### config.mk
export PLATFORM = sky130hd
export DESIGN_NAME = burst_disconnect_ctl
export DESIGN_NICKNAME = d
export VERILOG_FILES = /design/src/rtl/wbd_pkg.sv /design/src/rtl/burst_addr_trk.sv /design/src/rtl/bnd_decode.sv /design/src/rtl/space_guard.sv /design/src/rtl/burst_disconnect_ctl.sv
export SDC_FILE = /design/constraint.sdc
export NUM_CORES = 1
export LEC_CHECK = 0
export BUFFER_PORTS_ARGS = -buffer_cell sky130_fd_sc_hd__buf_4
export CELL_PAD_IN_SITES_DETAIL_PLACEMENT = 0
export CELL_PAD_IN_SITES_GLOBAL_PLACEMENT = 1
export CORE_ASPECT_RATIO = 0.6
export CORE_MARGIN = 4
export CORE_UTILIZATION = 34
export CTS_CLUSTER_DIAMETER = 200
export DETAILED_ROUTE_END_ITERATION = 12
export GPL_TIMING_DRIVEN = 0
export PLACE_DENSITY = 0.84
export SETUP_SLACK_MARGIN = 0.3
export SLEW_MARGIN = 20
export SYNTH_ARGS = -nofsm -noshare
export SYNTH_HDL_FRONTEND = slang
export SYNTH_SLANG_ARGS = --single-unit
### constraint.sdc
create_clock -name clk -period 2.3 [get_ports clk]
set_input_delay 0.46 -clock clk [delete_from_list [all_inputs] [get_ports clk]]
set_output_delay 0.46 -clock clk [all_outputs]
set_load 0.02 [all_outputs]
### src/rtl/wbd_pkg.sv
package wbd_pkg;

    typedef enum logic [1:0] {
        WK_DELAYED = 2'd0,
        WK_POSTED  = 2'd1,
        WK_INVAL   = 2'd2,
        WK_RSVD    = 2'd3
    } wr_kind_e;

    localparam int BLK16_W = 4;
    localparam int LINE_LSB_W = 5;

    typedef struct packed {
        logic page_end;
        logic line_end;
        logic blk16_end;
        logic line_legal;
        logic line_small;
        logic line_is16;
    } bnd_hits_t;

    function automatic logic line_size_legal(input logic [7:0] dw);
        return (dw == 8'd1) || (dw == 8'd2) || (dw == 8'd4) ||
               (dw == 8'd8) || (dw == 8'd16);
    endfunction

    function automatic logic is_posted(input wr_kind_e k);
        return (k == WK_POSTED) || (k == WK_INVAL);
    endfunction

endpackage

### src/rtl/burst_addr_trk.sv
module burst_addr_trk
    import wbd_pkg::*;
#(
    parameter int ADDR_W = 30
) (
    input  logic              clk,
    input  logic              rst,
    input  logic              start,
    input  logic [ADDR_W-1:0] start_addr,
    input  wr_kind_e          start_kind,
    input  logic              step,
    input  logic              last,
    output logic              busy,
    output logic [ADDR_W-1:0] addr,
    output wr_kind_e          kind
);

    always_ff @(posedge clk) begin
        if (rst) begin
            busy <= 1'b0;
            addr <= '0;
            kind <= WK_DELAYED;
        end else if (start) begin
            busy <= 1'b1;
            addr <= start_addr;
            kind <= start_kind;
        end else if (busy && step) begin
            addr <= addr + ADDR_W'(1);
            if (last) begin
                busy <= 1'b0;
            end
        end
    end

endmodule

### src/rtl/bnd_decode.sv
module bnd_decode
    import wbd_pkg::*;
#(
    parameter int ADDR_W  = 30,
    parameter int CLS_W   = 8,
    parameter int PAGE_DW = 1024
) (
    input  logic [ADDR_W-1:0] addr,
    input  logic [CLS_W-1:0]  cls,
    output bnd_hits_t         hits
);

    localparam int PG_W = $clog2(PAGE_DW);

    logic [7:0]            cls8;
    logic [LINE_LSB_W-1:0] line_mask;

    generate
        if (CLS_W >= 8) begin : g_wide
            assign cls8 = (|cls[CLS_W-1:0] && (cls > CLS_W'(255))) ? 8'd0 : cls[7:0];
        end else begin : g_narrow
            assign cls8 = 8'(cls);
        end
    endgenerate

    always_comb begin
        line_mask        = cls8[LINE_LSB_W-1:0] - LINE_LSB_W'(1);
        hits.line_legal  = line_size_legal(cls8);
        hits.line_is16   = (cls8 == 8'd16);
        hits.line_small  = hits.line_legal && !hits.line_is16;
        hits.page_end    = &addr[PG_W-1:0];
        hits.blk16_end   = &addr[BLK16_W-1:0];
        hits.line_end    = hits.line_legal &&
                           ((addr[LINE_LSB_W-1:0] & line_mask) == line_mask);
    end

endmodule

### src/rtl/space_guard.sv
module space_guard #(
    parameter int CLS_W  = 8,
    parameter int FREE_W = 8
) (
    input  logic [FREE_W-1:0] free_dw,
    input  logic [CLS_W-1:0]  cls,
    output logic              nearly_full,
    output logic              no_next_line
);

    localparam int CMP_W = (FREE_W > CLS_W) ? FREE_W : CLS_W;

    logic [CMP_W-1:0] free_x;
    logic [CMP_W-1:0] cls_x;

    assign free_x       = CMP_W'(free_dw);
    assign cls_x        = CMP_W'(cls);
    assign nearly_full  = (free_x <= CMP_W'(1));
    assign no_next_line = (free_x <= cls_x);

endmodule

### src/rtl/burst_disconnect_ctl.sv
module burst_disconnect_ctl
    import wbd_pkg::*;
#(
    parameter int ADDR_W  = 30,
    parameter int CLS_W   = 8,
    parameter int FREE_W  = 8,
    parameter int PAGE_DW = 1024,
    parameter int DIS_BIT = 1
) (
    input  logic              clk,
    input  logic              rst,
    input  logic              burst_start,
    input  logic [1:0]        burst_kind,
    input  logic [ADDR_W-1:0] burst_addr,
    input  logic              phase_ok,
    input  logic [CLS_W-1:0]  cache_line_dw,
    input  logic [7:0]        chip_ctl,
    input  logic [FREE_W-1:0] buf_free_dw,
    output logic              disconnect,
    output logic              busy,
    output logic [ADDR_W-1:0] cur_addr
);

    wr_kind_e  kind_q;
    bnd_hits_t hits;
    logic      nearly_full;
    logic      no_next_line;
    logic      line_mode;
    logic      stop_now;

    burst_addr_trk #(.ADDR_W(ADDR_W)) u_trk (
        .clk        (clk),
        .rst        (rst),
        .start      (burst_start),
        .start_addr (burst_addr),
        .start_kind (wr_kind_e'(burst_kind)),
        .step       (phase_ok),
        .last       (stop_now),
        .busy       (busy),
        .addr       (cur_addr),
        .kind       (kind_q)
    );

    bnd_decode #(.ADDR_W(ADDR_W), .CLS_W(CLS_W), .PAGE_DW(PAGE_DW)) u_bnd (
        .addr (cur_addr),
        .cls  (cache_line_dw),
        .hits (hits)
    );

    space_guard #(.CLS_W(CLS_W), .FREE_W(FREE_W)) u_space (
        .free_dw      (buf_free_dw),
        .cls          (cache_line_dw),
        .nearly_full  (nearly_full),
        .no_next_line (no_next_line)
    );

    assign line_mode = chip_ctl[DIS_BIT];

    always_comb begin
        stop_now = 1'b0;
        unique case (kind_q)
            WK_POSTED: begin
                stop_now = nearly_full || hits.page_end ||
                           (line_mode && hits.line_end);
            end
            WK_INVAL: begin
                stop_now = nearly_full || hits.page_end ||
                           (hits.line_is16 && hits.blk16_end) ||
                           (hits.line_small && hits.line_end && no_next_line);
            end
            default: begin
                stop_now = 1'b1;
            end
        endcase
    end

    assign disconnect = busy && stop_now;

endmodule

==> impl_summary.txt <==
----------------------------------------------------
[Run status]
  Outcome ... complete, but fails checks
  Violations in the final reports ... setup timing

[Worst setup path]
  Critical path fanouts, max ... 6
  Launch point of the worst path ... u_trk.addr[9]
  Chain of cells forming the critical path ... and3_4 > buf_6 > nor3b_4 > o22a_1 > a311oi_2 > o21ai_1 > and2_4 > buf_6
  CP required ... 1840 ps
  Critical Path Source Type ... flop
  Crit path buf inv count ... 2
  Worst Setup Path Type ... reg2out
  Reg-to-reg setup timing slack ... ~270 ps
  Type of destination of the critical path ... output port
  Worst r2r path cells ... 7
  CP endpoint ... disconnect
  Path length in cells of the critical path ... 8
  Reg-to-reg critical path startpoint ... u_trk.addr[7]
  Critical path's largest stage delay ... 330 ps
  Cell with the largest stage delay on the worst path ... sky130_fd_sc_hd__dfxtp_2
  Worst flop-to-flop path endpoint ... u_trk.addr[23]
  Family with the most delay on the worst path ... compound AO/OA/AOI/OAI gates
  Most frequent cell on the critical path ... sky130_fd_sc_hd__buf_6
  Data arrival, critical path ... 1940 ps

[Final layout]
  Synthesis-to-layout area growth ... 58.10%
  Number of antenna cells inserted ... 0
  Area used by sequential logic in the layout ... 681.9 um2
  Filler cells ... between 600 and 700
  Multi-input logic area ... 1738 um2
  Final design utilization ... between 50% and 60%
  NumNets Final ... ~470
  Share of final-layout standard cells stronger than drive strength 1 ... 40.71%
  Layout Cell Area excl Fill ... 3517 um2

[Power and ir drop]
  Sw frac ... 30.54%
  Internal power ... 0.001065 W
  Fraction of power consumed by sequential logic ... 43.2%
  Peak VDD IR ... between 0.0002 and 0.00025 V
  Share of total power in combinational logic ... 28.1%
  Leakage power total ... 1.484 nW
  Total power density per cell area ... 435.8 nW/um2
  Reported net switching power ... between 0.0004 and 0.0005 W
  Share of total power in the clock network ... 28.7%

[CTS]
  Clock Latency Late Sink ... between 200 and 300 ps
  Worst-case clock buffer depth ... 2
  CTS clk-pin slew, worst paths ... 70 ps
  H-tree Lvls ... 2
  Number of clock buffers inserted by TritonCTS ... 5
  Clock tree from TritonCTS ... yes
  Buffer cell driving the clock tree root ... sky130_fd_sc_hd__clkbuf_8
  Count of clock tree sinks ... 33
  CTS hold repair buffers ... 0

[GRT]
  Pin count of the biggest net entering global routing ... 11
  Routing layer with the top usage in global route ... met1
  Residual overflow from global routing ... 0
  Wire length of the first global-routing pass ... between 10,000 and 15,000 um
  Initial antenna violation count ... 0
  Vias in the first global route ... about 2,400
  Global-route track usage on met1 ... 28.93%
  Global-route met3 utilization ... 4.530%
  Met2 Use GR ... 26.53%
  Total track usage ... 18.86%

[STA]
  Fin. max-slew vios ... 0
  Slew at the pin with the worst max-slew slack ... 612.6 ps
  Final cycle utilization of the critical path ... 104.6%
  Rel. slew slack ... 59.16%
  Maximum operating frequency ... just over 400 MHz
  Worst setup skew after layout ... approximately 6.2 ps
  Number of setup violations in the final report ... 1
  Clock period minus final worst setup slack ... 2405 ps
  Setup repair after global routing missed its margin ... true
  Post-route setup slack ... -104.7 ps
  Final number of hold-violating endpoints ... 0
  Fin Hold WS ... roughly 400 ps

[Route]
  Vias per inst ... 5.124
  Sum of routed wire length over all layers ... 7562 um
  Routed len/inst ... 15.85 um
  Antenna-violating nets left ... 0
  Via count ... 2,444
  Post-detailed-route DRC marker count ... 0
  Violation count after the first detailed-route iteration ... 140
  DRT Pass-1 Iters ... 5

[Logic synthesis]
  Gate Count Post-Synth ... 291
  Total nets after synthesis ... approximately 370
  Top post-synthesis cells by count ... 49 x sky130_fd_sc_hd__nand2_1, 33 x sky130_fd_sc_hd__dfxtp_1, 25 x sky130_fd_sc_hd__a21oi_1, 23 x sky130_fd_sc_hd__nor2_1, 17 x sky130_fd_sc_hd__xnor2_1
  Post-synthesis sequential area ratio ... 29.70%
  Post-synthesis register bit count ... 33
  Share of synthesized flip-flops with an asynchronous set or reset ... 0%
  Mapped Avg Cell Area ... 7.645 um2
  Share of the synthesized area in the top cell type ... 29.70%
  Main flop type after synthesis ... sky130_fd_sc_hd__dfxtp_1
  Yosys warning count ... 0
  Number of unique standard cell types used by synthesis ... 43
  Area leader, netlist ... sky130_fd_sc_hd__dfxtp_1
  Number of flops mapped to enable cells by yosys ... 0
  Post-synthesis instance area ... 2225 um2
  Most repeated cell in the gate-level netlist after synthesis ... sky130_fd_sc_hd__nand2_1
  Main area contributors after synthesis ... sky130_fd_sc_hd__dfxtp_1 30%, sky130_fd_sc_hd__ha_1 8.4%, sky130_fd_sc_hd__nand2_1 8.3%

[Floorplan]
  Number of ports placed on the die boundary ... 92
  Area of the die ... 7943 um2
  Cell Rows ... 22
  Vertical die dimension ... 70.66 um
  Starting utilization of the core area ... 35.76%
  Standard cell core area ... a little over 6000 um2
  Chip width ... 112.4 um

[Place]
  Number of port buffers ... 84
  Gp weighted congestion ... 0.8127
  Placed cell areas ... between 3000 and 4000 um2
  Estimated wirelength of the detail-placed design ... 5802 um

[Min path]
  Hold Path Origin ... burst_addr[10]
  Min-delay worst type ... in2reg

[Flow run]
  Number of max-capacitance violations reported ... 0

----------------------------------------------------
==> how the worst min path moves through the flow <==
stage / endpoint / slack [ps] / cells past startpoint
2_1_floorplan: u_trk.kind[1] / 490 / 2
3_3_place_gp: u_trk.addr[29] / 510 / 2
3_5_place_dp: u_trk.addr[29] / 520 / 2
4_1_cts: u_trk.addr[10] / 400 / 2
5_1_grt: u_trk.addr[10] / 410 / 2
6_report: u_trk.addr[10] / 400 / 2
==> state kept, by name (all words and copies together) (netlist names) <==
signal,count
u_trk.busy,1
u_trk.addr,30
u_trk.kind,2
==> placed cells by master (no fill, tap or decap), types with 3 or more instances in the layout <==
master,count
sky130_fd_sc_hd__a211oi_1,5
sky130_fd_sc_hd__a21oi_1,25
sky130_fd_sc_hd__and3_1,7
sky130_fd_sc_hd__buf_4,85
sky130_fd_sc_hd__buf_6,7
sky130_fd_sc_hd__clkbuf_1,10
sky130_fd_sc_hd__clkbuf_8,6
sky130_fd_sc_hd__dfxtp_1,22
sky130_fd_sc_hd__dfxtp_2,8
sky130_fd_sc_hd__dfxtp_4,3
sky130_fd_sc_hd__ha_1,6
sky130_fd_sc_hd__ha_4,9
sky130_fd_sc_hd__inv_1,6
sky130_fd_sc_hd__inv_2,3
sky130_fd_sc_hd__mux2i_1,3
sky130_fd_sc_hd__nand2_1,49
sky130_fd_sc_hd__nand3_1,8
sky130_fd_sc_hd__nand4_1,12
sky130_fd_sc_hd__nor2_1,23
sky130_fd_sc_hd__nor4_2,4
sky130_fd_sc_hd__o21ai_0,5
sky130_fd_sc_hd__o21ai_1,3
sky130_fd_sc_hd__xnor2_1,17
sky130_fd_sc_hd__xor2_1,13
==> cells by family after synthesis <==
group                      Yosys count  synth area share, %
AOI/OAI and AO/OA                   53                14.62
xor gates and xnor gates            30                11.81
adders and majority gates           15                8.436
buffers and inverters               26                4.443
DFF                                 33                29.70
muxes                                3                1.350
and+or+nand+nor                    131                29.64
==> power by group through the flow <==
| stage | Sequential (W) | Combinational (W) | Clock (W) |
|---|---|---|---|
| 6_report | 0.000662 | 0.000430 | 0.000440 |
| 5_1_grt | 0.000668 | 0.000470 | 0.000477 |
| 4_1_cts | 0.000660 | 0.000408 | 0.000455 |
| 3_5_place_dp | 0.000671 | 0.000369 | 0 |
| 3_3_place_gp | 0.000670 | 0.000359 | 0 |
| 2_1_floorplan | 0.000698 | 0.000149 | 0 |
==> routing by layer <==
layer / vias up / part of all wire, % / wire [um]
li1: 1237 / - / -
met1: 1113 / 50 / 3789
met2: 87 / 42 / 3193
met3: 7 / 6.9 / 524
met4: 0 / 0.73 / 55
met5: - / 0 / 0
==> metrics by stage <==
step                setup TNS, ps  setup WS [ps]  total power, W  instances
floorplan                       0          235.0       0.0008475        291
global placement           -219.8         -219.8        0.001029        459
detailed placement         -276.0         -265.9        0.001040        459
CTS                        -89.26         -89.26        0.001523        472
global route               -134.6         -134.6        0.001616        477
finish                     -104.7         -104.7        0.001533        477
==> area by class of cell <==
cell class,count,share of cell area (%)
buffer,12,1.494
clock buffer,7,2.455
inverter,14,2.206
multi-input combinational,232,49.41
sequential,33,19.39
tap,84,2.988
timing repair buffer,95,22.06
==> timing repair <==
action	in CTS	in global routing
pin swaps	14	10
gates resized for setup	42	26
setup buffers	6	5
setup endpoints to repair	17	15
(Power assumes the default switching activity.)
